## src/rtl/ofs_pred_pkg.sv

```systemverilog
package ofs_pred_pkg;
  typedef enum logic [1:0] {
    CF_EMPTY  = 2'd0,
    CF_BASE   = 2'd1,
    CF_ONCE   = 2'd2,
    CF_LOCKED = 2'd3
  } conf_e;
endpackage

```

## src/rtl/ofs_pred_table.sv

```systemverilog
module ofs_pred_table
  import ofs_pred_pkg::*;
#(
  parameter int NUM_CH = 4,
  parameter int OFS_W  = 16,
  localparam int CH_W  = (NUM_CH > 1) ? $clog2(NUM_CH) : 1
) (
  input  logic             clk,
  input  logic             rst,
  input  logic [CH_W-1:0]  rd_ch,
  output logic [OFS_W-1:0] rd_prev,
  output logic [OFS_W-1:0] rd_step,
  output conf_e            rd_conf,
  input  logic             wr_en,
  input  logic [CH_W-1:0]  wr_ch,
  input  logic [OFS_W-1:0] wr_prev,
  input  logic [OFS_W-1:0] wr_step,
  input  conf_e            wr_conf
);
  logic [OFS_W-1:0] prev_q [NUM_CH];
  logic [OFS_W-1:0] step_q [NUM_CH];
  conf_e            conf_q [NUM_CH];

  for (genvar g = 0; g < NUM_CH; g++) begin : g_ch
    always_ff @(posedge clk) begin
      if (rst) begin
        prev_q[g] <= '0;
        step_q[g] <= '0;
        conf_q[g] <= CF_EMPTY;
      end else if (wr_en && (wr_ch == CH_W'(g))) begin
        prev_q[g] <= wr_prev;
        step_q[g] <= wr_step;
        conf_q[g] <= wr_conf;
      end
    end
  end

  assign rd_prev = prev_q[rd_ch];
  assign rd_step = step_q[rd_ch];
  assign rd_conf = conf_q[rd_ch];
endmodule

```

## src/rtl/ofs_pred_eval.sv

```systemverilog
module ofs_pred_eval
  import ofs_pred_pkg::*;
#(
  parameter int OFS_W    = 16,
  parameter int MAX_STEP = 512
) (
  input  logic [OFS_W-1:0] cur_prev,
  input  logic [OFS_W-1:0] cur_step,
  input  conf_e            cur_conf,
  input  logic [OFS_W-1:0] acc_ofs,
  input  logic             rx_mode,
  input  logic             rx_compact,
  output logic [OFS_W-1:0] eff_ofs,
  output logic             hit,
  output logic [OFS_W-1:0] nxt_prev,
  output logic [OFS_W-1:0] nxt_step,
  output conf_e            nxt_conf
);
  localparam logic signed [OFS_W-1:0] LIM_P = OFS_W'(MAX_STEP);
  localparam logic signed [OFS_W-1:0] LIM_N = -LIM_P;

  logic [OFS_W-1:0] step_now;
  logic             in_range;
  logic             same_step;

  always_comb begin
    eff_ofs   = (rx_mode && rx_compact) ? (cur_prev + cur_step) : acc_ofs;
    step_now  = eff_ofs - cur_prev;
    in_range  = ($signed(step_now) <= LIM_P) && ($signed(step_now) >= LIM_N);
    same_step = (step_now == cur_step);
    hit       = (cur_conf == CF_LOCKED) && same_step;

    nxt_prev = eff_ofs;
    nxt_step = cur_step;
    nxt_conf = cur_conf;
    if (cur_conf == CF_EMPTY) begin
      nxt_conf = CF_BASE;
      nxt_step = '0;
    end else if (!in_range) begin
      nxt_conf = CF_BASE;
      nxt_step = '0;
    end else if ((cur_conf == CF_ONCE || cur_conf == CF_LOCKED) && same_step) begin
      nxt_conf = CF_LOCKED;
    end else begin
      nxt_conf = CF_ONCE;
      nxt_step = step_now;
    end
  end
endmodule

```

## src/rtl/ofs_predictor.sv

```systemverilog
module ofs_predictor
  import ofs_pred_pkg::*;
#(
  parameter int NUM_CH   = 4,
  parameter int OFS_W    = 16,
  parameter int MAX_STEP = 512,
  localparam int CH_W    = (NUM_CH > 1) ? $clog2(NUM_CH) : 1
) (
  input  logic             clk,
  input  logic             rst,
  input  logic             enable_i,
  input  logic             acc_valid_i,
  input  logic [CH_W-1:0]  acc_chan_i,
  input  logic [OFS_W-1:0] acc_ofs_i,
  input  logic             rx_mode_i,
  input  logic             rx_compact_i,
  output logic             out_valid_o,
  output logic             hit_o,
  output logic [OFS_W-1:0] ofs_o,
  output logic             compact_o
);
  logic [OFS_W-1:0] cur_prev, cur_step, nxt_prev, nxt_step, eff_ofs;
  conf_e            cur_conf, nxt_conf;
  logic             hit_c;

  ofs_pred_table #(.NUM_CH(NUM_CH), .OFS_W(OFS_W)) i_table (
    .clk     (clk),
    .rst     (rst),
    .rd_ch   (acc_chan_i),
    .rd_prev (cur_prev),
    .rd_step (cur_step),
    .rd_conf (cur_conf),
    .wr_en   (acc_valid_i),
    .wr_ch   (acc_chan_i),
    .wr_prev (nxt_prev),
    .wr_step (nxt_step),
    .wr_conf (nxt_conf)
  );

  ofs_pred_eval #(.OFS_W(OFS_W), .MAX_STEP(MAX_STEP)) i_eval (
    .cur_prev   (cur_prev),
    .cur_step   (cur_step),
    .cur_conf   (cur_conf),
    .acc_ofs    (acc_ofs_i),
    .rx_mode    (rx_mode_i),
    .rx_compact (rx_compact_i),
    .eff_ofs    (eff_ofs),
    .hit        (hit_c),
    .nxt_prev   (nxt_prev),
    .nxt_step   (nxt_step),
    .nxt_conf   (nxt_conf)
  );

  always_ff @(posedge clk) begin
    if (rst) begin
      out_valid_o <= 1'b0;
      hit_o       <= 1'b0;
      ofs_o       <= '0;
      compact_o   <= 1'b0;
    end else begin
      out_valid_o <= acc_valid_i;
      if (acc_valid_i) begin
        hit_o     <= hit_c;
        ofs_o     <= eff_ofs;
        compact_o <= hit_c && enable_i;
      end
    end
  end
endmodule

```

## config.mk

```make
export PLATFORM = sky130hd
export DESIGN_NAME = ofs_predictor
export DESIGN_NICKNAME = d
export VERILOG_FILES = /design/src/rtl/ofs_pred_pkg.sv /design/src/rtl/ofs_pred_table.sv /design/src/rtl/ofs_pred_eval.sv /design/src/rtl/ofs_predictor.sv
export SDC_FILE = /design/constraint.sdc
export NUM_CORES = 1
export LEC_CHECK = 0
export ABC_CLOCK_PERIOD_IN_PS = 17600
export BUFFER_PORTS_ARGS = -buffer_cell sky130_fd_sc_hd__buf_2
export CORE_MARGIN = 3
export CORE_UTILIZATION = 50
export CTS_CLUSTER_DIAMETER = 50
export CTS_CLUSTER_SIZE = 24
export DETAILED_ROUTE_END_ITERATION = 12
export PLACE_DENSITY = 0.66
export SKIP_CTS_REPAIR_TIMING = 1
export SLEW_MARGIN = 20
export SYNTH_ARGS = -nofsm -noshare
export SYNTH_HDL_FRONTEND = slang
export SYNTH_SLANG_ARGS = --single-unit
```

## constraint.sdc

```tcl
create_clock -name clk -period 17.6 [get_ports clk]
set_clock_uncertainty 0.05 [all_clocks]
set_input_delay 1.76 -clock clk [delete_from_list [all_inputs] [get_ports clk]]
set_output_delay 1.76 -clock clk [all_outputs]
set_load 0.005 [all_outputs]
```

### Word-level counts from Yosys, hierarchy flattened

Memory sizes are Yosys's and may differ from the RTL's.
Cells that the tools add are included.
Widths: inputs -> output; s select.

| word-level totals | value |
|---|---|
| memory bits (writable) | 136 |
| memories kept | 3 |
| word-level logic and storage cells | 74 |
| flip-flop bits (word level) | 19 |
| output and inout bits | 19 |
| input port bits | 24 |

| cells by class | value |
|---|---|
| multiplexer cells | 33 |
| add/subtract/negate cells | 2 |
| magnitude comparators | 2 |
| bitwise logic cells | 12 |
| equal/unequal tests | 6 |
| reductions and logical operators | 12 |

Memory list:

| memory | depth | bits a word | read ports | clocked after memory_dff | wr ports | line | source |
|---|---|---|---|---|---|---|---|
| i_table.prev_q | 4 | 16 | 1 | 0 | 4 | ofs_pred_table.sv:20 | `logic [OFS_W-1:0] prev_q [NUM_CH];` |
| i_table.step_q | 4 | 16 | 1 | 0 | 4 | ofs_pred_table.sv:21 | `logic [OFS_W-1:0] step_q [NUM_CH];` |
| i_table.conf_q | 4 | 2 | 1 | 0 | 4 | ofs_pred_table.sv:22 | `conf_e conf_q [NUM_CH];` |

Operators by type and width:

| kind | number |
|---|---|
| $mux 16 | 12 |
| $add 16x16->16 | 1 |
| $eq 16x16->1 | 1 |
| $ge 16x10->1 const B | 1 |
| $le 16x11->1 const B | 1 |
| $sub 16x16->16 | 1 |
| $mux 1 | 15 |
| $mux 2 | 6 |
| $or 1x1->1 | 12 |
| $logic_and 1x1->1 | 9 |
| $eq 2x2->1 const B | 4 |
| $logic_not 2->1 | 2 |
| $eq 2x1->1 const B | 1 |
| $logic_or 1x1->1 | 1 |

### Longest topological paths before layout

Gate-level depths: netlist of run 1.
An unclocked memory read counts as a cell.

| logic depth | value |
|---|---|
| depth in word-level cells | 10 |
| gate-level depth with buffers | 31 |
| mapped depth without buffers | 23 |

### Modules after synthesis

A second synthesis of run 1 with hierarchy kept.

| second synthesis, totals | value |
|---|---|
| cell total of the unflattened synthesis | 746 |
| area total of the unflattened synthesis | 8757.1 um^2 |

Modules (own cells, without submodules):

| module | area an instance (um^2) | sequential area each (um^2) | times used | cells each |
|---|---|---|---|---|
| ofs_pred_table | 5879.4 | 4083.9 | 1 | 380 |
| ofs_pred_eval | 2205.9 | 0.0 | 1 | 305 |
| ofs_predictor | 671.9 | 380.4 | 1 | 61 |

### Worst setup path after synthesis of run 1

No wires, ideal clock.

| timing path | value |
|---|---|
| path type | input -> register |
| from | input acc_chan_i[0] |
| to | memory i_table.step_q[1][6] (data pin) |
| stages on the path | 31 |
| buffers on the path | 8 |
| required time | 17408 ps |
| library setup time | 142 ps |
| data arrival time | 8295 ps |
| slack | 9113 ps |
| path through | buf_6 -> buf_6 -> buf_6 -> buf_1 -> clkbuf_1 -> mux4_2 -> ha_1 -> inv_1 -> fa_1 -> nor2b_1 -> o21ai_0 -> a21boi_0 -> o31a_1 -> o2111ai_1 -> nand3_1 -> xor2_1 -> mux2i_1 -> inv_1 -> ha_1 -> clkbuf_1 -> a21oi_1 -> mux2i_1 -> o31ai_1 -> or3_1 -> nor4_1 -> nand3_1 -> or4_4 -> a21o_1 -> buf_6 -> buf_6 -> nor2_1 |

RTL lines:

| item | line | source |
|---|---|---|
| start, declared | ofs_predictor.sv:13 | `input logic [CH_W-1:0] acc_chan_i,` |
| end, declared | ofs_pred_table.sv:21 |  |

==> results of run 1 <==
[stage by stage]
stage / hold WS [ns] / area, um2 / setup slack [ns] / utilization, %
2_1_floorplan: 0.385 / 8670 / 9.11 / -
3_3_place_gp: 0.373 / 8990 / 8.36 / 53.6
3_5_place_dp: 0.390 / 9010 / 8.54 / 53.8
4_1_cts: 0.398 / 9610 / 8.97 / 57.3
5_1_grt: 0.427 / 9630 / 8.25 / 57.5
6_report: 0.391 / 9630 / 8.95 / 57.5
[cell families (layout without fill, tap and decap cells)]
kind of cell / count (synthesis) / after routing / share of synthesized area, %
AND/OR/NAND/NOR: 263 / 263 / 13.5
XOR/XNOR: 37 / 37 / 4.56
multiplexers: 46 / 46 / 9.95
buffers and inverters: 86 / 127 / 4.76
AO/OA/AOI/OAI: 133 / 133 / 10.9
flip-flops: 155 / 155 / 51.5
adder cells (fa/ha/maj): 32 / 32 / 4.79
[cell type report]
class / count / area, um2 / share of cell area (%)
Clock buffer: 20 / 447 / 4.64
Clock inverter: 12 / 146 / 1.52
Inverter: 44 / 165 / 1.71
Multi-Input combinational cell: 511 / 3840 / 39.9
Sequential cell: 155 / 4460 / 46.4
Tap cell: 220 / 275 / 2.86
Timing Repair Buffer: 51 / 290 / 3.01
[cell usage in the layout, fill, tap and decap left out, drive strengths merged, types with 4 or more instances in the layout]
cell      synthesis  routed
xor2             15      15
nor2            174     174
o211ai            6       6
nor2b             6       6
clkinvlp          0       4
clkinv            1       5
a31oi             5       5
nand3            18      18
nand2            21      21
a21oi            35      35
a211oi           22      22
nor3              7       7
a31o              4       4
inv              43      44
o21a              6       6
clkbuf           21      20
buf              21      51
ha               30      30
xnor2            18      18
nand4             4       4
and3              7       7
mux2i            13      13
mux4             32      32
or3               5       5
a2111oi           5       5
dfxtp            19      19
a21o             13      13
o21ai            13      13
edfxtp          136     136
[per-layer routing]
metal | share of wire, % | GRT usage [%]
met1 | 43 | 32.5
met2 | 48 | 37.8
met3 | 7.5 | 4.38
met4 | 1.3 | 7.04
met5 | 0 | 0
[power groups by stage]
stage          Sequential [uW]  Clock (uW)  Combinational (uW)
6_report                   425         370                 272
5_1_grt                    427         389                 298
4_1_cts                    425         373                 268
3_5_place_dp               433           0                 265
3_3_place_gp               432           0                 259
2_1_floorplan              432           0                 202
[worst min path at each step]
stage                     start  endpoint  slack (ns)  cells past startpoint
after floorplan           hit_o     hit_o        0.38                      2
after global placement    hit_o     hit_o        0.37                      2
after detailed placement  hit_o     hit_o        0.39                      2
after CTS                 hit_o     hit_o        0.40                      2
after global routing      hit_o     hit_o        0.43                      2
final                     hit_o     hit_o        0.39                      2
[tightest hold or removal path, stage by stage, from the launching register on]
cell and delay, ns:
dfxtp_1 0.31, nand2_1 0.05, nand2_1 0.04
[flip-flops by register name (all words and copies together) (netlist names)]
name            count
i_table.step_q     64
ofs_o              16
i_table.prev_q     64
compact_o           1
i_table.conf_q      8
hit_o               1
out_valid_o         1
==> reports/metrics.csv, run 1 <==
metric,value,unit
postSynthAreaPerCell,11.5,um2
ys_seq_area_share,51.5,%
ys_warn_count,0,
dieHeight,138,um
cp-endpoint,i_table.step_q[1][11],
start_util,51.7,%
synth_edf_count,136,
grt_overflow_total,0,
finalNetCount,836,
setup.worst_path.start,acc_chan_i[1],
yosysMostFrequentCell,nor2_1,
rr_startpoint,i_table.prev_q[0][0],
drcViolationCount,0,
intPower,748,uW
drt.antenna.violating_nets,0,
maxCapViolCount,0,
layout-drive-gt1-share,17.2,%
endpoint_kind,register,
path_delay_family,compound AO/OA/AOI/OAI gates,
grt_use_total,23.5,%
rsz0062_at_grt,no,
viasPerCell,6.07,
numPortBuffers,42,
worstReg2RegEnd,i_table.step_q[1][11],
drtPass1Iterations,5,
fmax,116,MHz
yosysUniqueCellTypes,71,
rows,47,
syn2layout_area_growth,11.1,%
ys_ff_latch,155,
grt_max_degree,41,
ys_top_cells_by_count,"171 x nor2_1, 136 x edfxtp_1, 43 x inv_1, 34 x a21oi_1, 32 x mux4_2",
seqPwrFrac,39.8,%
worst-path-stages,22,
finalSetupViolations,0,
first_iter_violations,545,
status,"finished, final reports clean",
synth_area,8670,um2
clock_latency,0.43,ns
worst_pin_slew,0.900,ns
ir_drop,0.0746,mV
antenna_cells,0,
path_clk_slew,0.06,ns
async_flop_share,0,%
dieArea,18900,um2
placed_cells,981,
grt_pass1_wl,33.2,mm
arrival,8.75,ns
ioPinCount,43,
p_comb_share,25.5,%
setup.worst_path.start_class,input pin,
dp_hpwl,14.0,mm
critPathKind,in2reg,
synth_top_area_share,47.1,%
finalPower,1070,uW
cp.required,17.69,ns
p_sw_share,29.9,%
crit_buf_inv,4,
wl_per_cell,20.9,um
fp.coreArea,16800,um2
fin_crit_sh,49.2,%
layout.cells.non_filler,1013,
antenna_found_initial,0,
gp_congestion,0.979,
synth_area_leaders,"edfxtp_1 47%, mux4_2 8.3%, nor2_1 7.4%, dfxtp_1 4.4%, ha_1 4.3%",
ff2ff_setup_slack,10.80,ns
vias,6152,
hp-class,reg2reg,
fillers,1383,
die_width,138,um
totalNegativeSetupSlack,0,ns
synthesis.nets,808,
synthCells,752,
clockRootBuffer,clkbuf_16,
wirelength,21.2,mm
cts.path.max_buffers,2,
yosys.area.top_type,edfxtp_1,
p_leak,0.00388,uW
cp_slowest_cell,a311oi_1,
drv_slew,0,
cp_slowest_stage_delay,0.76,ns
p_clk_share,34.7,%
grt_pass1_vias,6118,
synth_flop_cell,edfxtp_1,
htree_levels,4,
cts_tree,built,
period_needed,8.65,ns
cts_buffers,17,
cts_sinks,155,
hold_viol,0,
power_density,111,nW/um2
p_switching,320,uW
ff2ff_path_depth,21,
cp_max_fo,39,
crit_chain,buf_2 > buf_4 > clkinv_1 > mux2i_1 > ha_1 > nor2b_1 > o21ai_0 > a21boi_0 > o31a_1 > o2111ai_1 > nand4b_1 > a311oi_1 > inv_1 > ha_1 > a21oi_1 > o21ai_0 > xor2_1 > mux2i_1 > xnor2_2 > or4_4 > a21o_1 > nor2_1,
slew_headroom,39.6,%
Power figures use the tool's default switching activity.
==> inputs of run 2 (changes only) <==
--- a/config.mk
+++ b/config.mk
@@ -5,14 +5,14 @@
 export SDC_FILE = /design/constraint.sdc
 export NUM_CORES = 1
 export LEC_CHECK = 0
-export ABC_CLOCK_PERIOD_IN_PS = 17600
+export ABC_CLOCK_PERIOD_IN_PS = 7900
 export BUFFER_PORTS_ARGS = -buffer_cell sky130_fd_sc_hd__buf_2
 export CORE_MARGIN = 3
 export CORE_UTILIZATION = 50
 export CTS_CLUSTER_DIAMETER = 50
 export CTS_CLUSTER_SIZE = 24
 export DETAILED_ROUTE_END_ITERATION = 12
-export PLACE_DENSITY = 0.66
+export PLACE_DENSITY = 0.69
 export SKIP_CTS_REPAIR_TIMING = 1
 export SLEW_MARGIN = 20
 export SYNTH_ARGS = -nofsm -noshare
==> constraint.sdc (replaced) <==
create_clock -name clk -period 7.9 [get_ports clk]
set_clock_uncertainty 0.05 [all_clocks]
set_input_delay 0.79 -clock clk [delete_from_list [all_inputs] [get_ports clk]]
set_output_delay 0.79 -clock clk [all_outputs]
set_load 0.005 [all_outputs]
==> run 2 against run 1 <==
Net effect: cell area increased by 0.27%; critical path depth increased by 1; global-route usage about the same; sequential power increased by 120%; first-iteration DRC count decreased by 7.9%; total power increased by 120%; sequential share of layout area decreased by 0.13 points.
==> reports/metrics.csv, run 2 (synthesis results as in run 1) <==
metric,value,unit
reg_top3,"i_table.prev_q: 64 flops, i_table.step_q: 64 flops, ofs_o: 16 flops",
status,"finished, final reports clean",
cp_slowest_cell,mux4_2,
cts_buffers,17,
rows,47,
crit_chain,buf_2 > buf_4 > mux4_2 > ha_1 > o21a_1 > o211a_1 > a211oi_1 > nor2_1 > nor2_1 > xor2_1 > nor2_1 > a21oi_1 > inv_1 > ha_1 > o21a_1 > nor2_1 > o21ai_0 > xor2_1 > mux2i_1 > xnor2_2 > nand4_1 > a21o_1 > nor2_1,
ioPinCount,43,
whs,0.403,ns
fp.coreArea,16800,um2
hold_viol,0,
grt_use_total,23.5,%
htree_levels,4,
numPortBuffers,42,
seqPwrFrac,40.3,%
vias,6167,
seq_area,4460,um2
cp_slowest_stage_delay,0.59,ns
gp_congestion,0.905,
finalNetCount,846,
finalSetupViolations,0,
drv_slew,0,
grt_pass1_vias,6140,
dp_hpwl,14.6,mm
rsz0062_at_grt,no,
fillers,1392,
p_clk_share,33.8,%
slew_headroom,26.3,%
fmax,142,MHz
fin_area,9660,um2
pre_cts_ws,0.598,ns
clockRootBuffer,clkbuf_16,
critPathKind,in2reg,
layout-drive-gt1-share,17.7,%
p_leak,0.00391,uW
finalPower,2350,uW
arrival,7.25,ns
cp_max_fo,17,
clock_latency,0.42,ns
die_width,138,um
cts.path.max_buffers,2,
drtPass1Iterations,5,
power_density,244,nW/um2
layout_commonest_cell,nor2_1,
worst_pin_slew,1.10,ns
ir_drop,0.130,mV
start_util,51.7,%
intPower,1650,uW
cp.required,8.11,ns
timing.final.ws_setup,0.854,ns
drcViolationCount,0,
endpoint_kind,register,
crit_buf_inv,3,
antenna_cells,0,
grt_pass1_wl,33.0,mm
antenna_found_initial,0,
path_delay_family,compound AO/OA/AOI/OAI gates,
dieHeight,138,um
wirelength,21.1,mm
wl_per_cell,20.7,um
grt_overflow_total,0,
hp-class,reg2reg,
dieArea,18900,um2
first_iter_violations,502,
grt_max_degree,37,
totalNegativeSetupSlack,0,ns
viasPerCell,6.03,
period_needed,7.05,ns
crit_top_cell,nor2_1,
p_comb_share,25.8,%
p_switching,700,uW
multi_input_area,3830,um2
place_area,9070,um2
cts_tree,built,
setup.worst_path.start_class,input pin,
path_clk_slew,0.06,ns
syn2layout_area_growth,11.4,%
drt.antenna.violating_nets,0,
p_sw_share,29.7,%
cts_sinks,155,
maxCapViolCount,0,
fin_crit_sh,89.2,%
final_cell_mix,"171 x nor2_1, 136 x edfxtp_1, 43 x inv_1",
run 2: cell types whose count changed in the layout (fill, tap and decap cells not counted), sizes merged:
cell / previous run / this run
buf: 51 / 61
clkinvlp: 4 / 1
clkbuf: 20 / 25
inv: 44 / 43
bufinv: 3 / 2
run 2: area by class of cell:
class / count / area share (%)
multi-input cells: 511 / 39.6
well taps: 220 / 2.85
clock inverters: 7 / 0.985
clock buffers: 25 / 4.92
repair buffers: 61 / 3.65
flip-flops and latches: 155 / 46.2
inverters: 44 / 1.71
run 2: power by group through the flow:
stage	Clock, uW	Sequential, uW	Combinational (uW)
floorplan	0	962	450
global placement	0	963	590
detailed placement	0	966	597
CTS	804	949	601
global route	841	952	667
finish	796	948	608
run 2: final timing paths:
kind	start	endpoint	depth (start not counted)	slack, ns
worst max-delay path	acc_chan_i[0]	i_table.step_q[0][12]	23	0.85
worst min-delay path	hit_o	hit_o	2	0.40
worst max register to register	i_table.step_q[1][1]	i_table.step_q[0][12]	21	1.48
worst min register to register	hit_o	hit_o	2	0.40
run 2: stage by stage:
step           util (%)  std cells
2_1_floorplan         -        752
3_3_place_gp       54.1        991
3_5_place_dp       54.1        991
4_1_cts            57.5       1023
5_1_grt            57.6       1023
6_report           57.6       1023
run 2: metal layers:
metal	vias up	part of all wire, %	track usage, %
li1	2834	-	-
met1	3045	43	31.5
met2	249	48	38.2
met3	39	7.1	4.53
met4	0	2.2	8.43
met5	-	0	0
run 2: tightest hold or removal path, cell delays in order, from the launching register on:
cell	delay (ns)
dfxtp_1	0.31
nand2_1	0.05
nand2_1	0.04
==> inputs of run 3 (changes only) <==
--- a/config.mk
+++ b/config.mk
@@ -10,9 +10,8 @@
 export CORE_MARGIN = 3
 export CORE_UTILIZATION = 50
 export CTS_CLUSTER_DIAMETER = 50
-export CTS_CLUSTER_SIZE = 24
 export DETAILED_ROUTE_END_ITERATION = 12
-export PLACE_DENSITY = 0.69
+export PLACE_DENSITY = 0.82
 export SKIP_CTS_REPAIR_TIMING = 1
 export SLEW_MARGIN = 20
 export SYNTH_ARGS = -nofsm -noshare
==> run 3 against run 2 <==
Net effect: fmax about the same; count of clock-buffer cells in the layout down 8; die area unchanged; non-clock buffer count down 3; sequential cell count unchanged; largest cell class unchanged; cell area down 0.38%.
==> reports/metrics.csv, run 3 (synthesis results as in run 1) <==
metric,value,unit
p_leak,0.00388,uW
wl_per_cell,20.7,um
rsz0062_at_grt,no,
fin_crit_sh,89.1,%
hp-class,reg2reg,
arrival,7.27,ns
grt_pass1_vias,5975,
clockRootBuffer,clkbuf_16,
final_cell_mix,"171 x nor2_1, 136 x edfxtp_1, 43 x inv_1",
worstReg2RegEnd,i_table.conf_q[1][0],
layout-drive-gt1-share,18.1,%
fmax,142,MHz
grt_pass1_wl,32.5,mm
totalNegativeSetupSlack,0,ns
finalNetCount,843,
endpoint_kind,register,
antenna_cells,0,
slew_headroom,28.6,%
layout.cells.non_filler,1020,
dieHeight,138,um
post-route-util,57.4,%
cts_tree,built,
cp_slowest_stage_delay,0.72,ns
ff2ff_path_depth,24,
gp_congestion,0.965,
cp.required,8.13,ns
dp_hpwl,14.5,mm
critPathKind,in2reg,
worst_pin_slew,1.07,ns
cp-endpoint,i_table.conf_q[1][0],
drcViolationCount,0,
grt_use_total,22.9,%
path_clk_slew,0.07,ns
vias,6245,
htree_levels,4,
cts_buffers,17,
cts_sinks,155,
rr_startpoint,i_table.step_q[1][0],
ir_drop,0.198,mV
cts.path.max_buffers,2,
fp.coreArea,16800,um2
first_iter_violations,736,
place_area,9050,um2
start_util,51.7,%
cp_max_fo,18,
setup.worst_path.start,acc_chan_i[1],
wirelength,21.1,mm
period_needed,7.04,ns
ff2ff_setup_slack,1.31,ns
drtPass1Iterations,5,
status,"finished, final reports clean",
reg_top3,"i_table.prev_q: 64 flops, i_table.step_q: 64 flops, ofs_o: 16 flops",
clock_latency,0.44,ns
grt_overflow_total,0,
setup.worst_path.start_class,input pin,
finalSetupViolations,0,
grt_max_degree,37,
numPortBuffers,42,
hold_viol,0,
fillers,1348,
syn2layout_area_growth,11.0,%
dieArea,18900,um2
antenna_found_initial,0,
fin_area,9620,um2
die_width,138,um
drv_slew,0,
maxCapViolCount,0,
layout_commonest_cell,nor2_1,
rows,47,
power_density,243,nW/um2
ioPinCount,43,
cp_slowest_cell,or4b_2,
placed_cells,988,
drt.antenna.violating_nets,0,
viasPerCell,6.12,
==> run 3: cell types whose count changed in the layout (fill, tap and decap cells not counted) <==
| cell | delta |
|---|---|
| clkbuf_8 | -2 |
| inv_8 | +1 |
| a31o_4 | -1 |
| clkinvlp_4 | +5 |
| inv_6 | +3 |
| buf_4 | -3 |
| a31o_2 | +1 |
| clkbuf_1 | -6 |
| bufinv_16 | -1 |
==> run 3: cell type report <==
type	instances	area, um2	share of cell area [%]
sequential	155	4460	46.4
multi-input combinational	511	3820	39.7
clock buffer	17	425	4.42
timing repair buffer	58	330	3.43
tap	220	275	2.86
inverter	44	165	1.72
clock inverter	15	140	1.46
==> run 3: how the worst min path moves through the flow <==
stage	from	endpoint	slack (ns)	cells after the start
2_1_floorplan	hit_o	hit_o	0.38	2
3_5_place_dp	hit_o	hit_o	0.39	2
5_1_grt	hit_o	hit_o	0.43	2
6_report	hit_o	hit_o	0.40	2
4_1_cts	hit_o	hit_o	0.40	2
3_3_place_gp	hit_o	hit_o	0.37	2
==> run 3: critical path: cells and delay by family <==
| kind | cells | cell delay, ns |
|---|---|---|
| compound gates | 10 | 2.62 |
| simple gates | 5 | 1.55 |
| buf+inv | 5 | 1.08 |
| fa+ha+maj | 2 | 0.73 |
| mux | 2 | 0.41 |
| xor+xnor | 1 | 0.07 |
==> run 3: per-layer routing <==
layer / routed length [um] / track usage, % / part of all wire, % / up-vias
met5: 0 / 0 / 0 / -
met2: 10200 / 36.0 / 48 / 324
li1: - / - / - / 2844
met1: 8590 / 31.7 / 41 / 3026
met4: 478 / 7.71 / 2.3 / 0
met3: 1820 / 4.97 / 8.6 / 51
==> run 3: through the flow <==
stage	setup WS, ns	total power, uW	hold slack, ns
2_1_floorplan	0.383	1410	0.385
3_3_place_gp	0.719	1540	0.371
3_5_place_dp	0.517	1560	0.390
4_1_cts	0.964	2340	0.400
5_1_grt	0.458	2430	0.434
6_report	0.861	2340	0.404
==> run 3: report_power, final <==
part | internal, uW | total, uW | switching, uW
Combinational | 232 | 603 | 371
Sequential | 935 | 950 | 14.6
Clock | 437 | 788 | 351
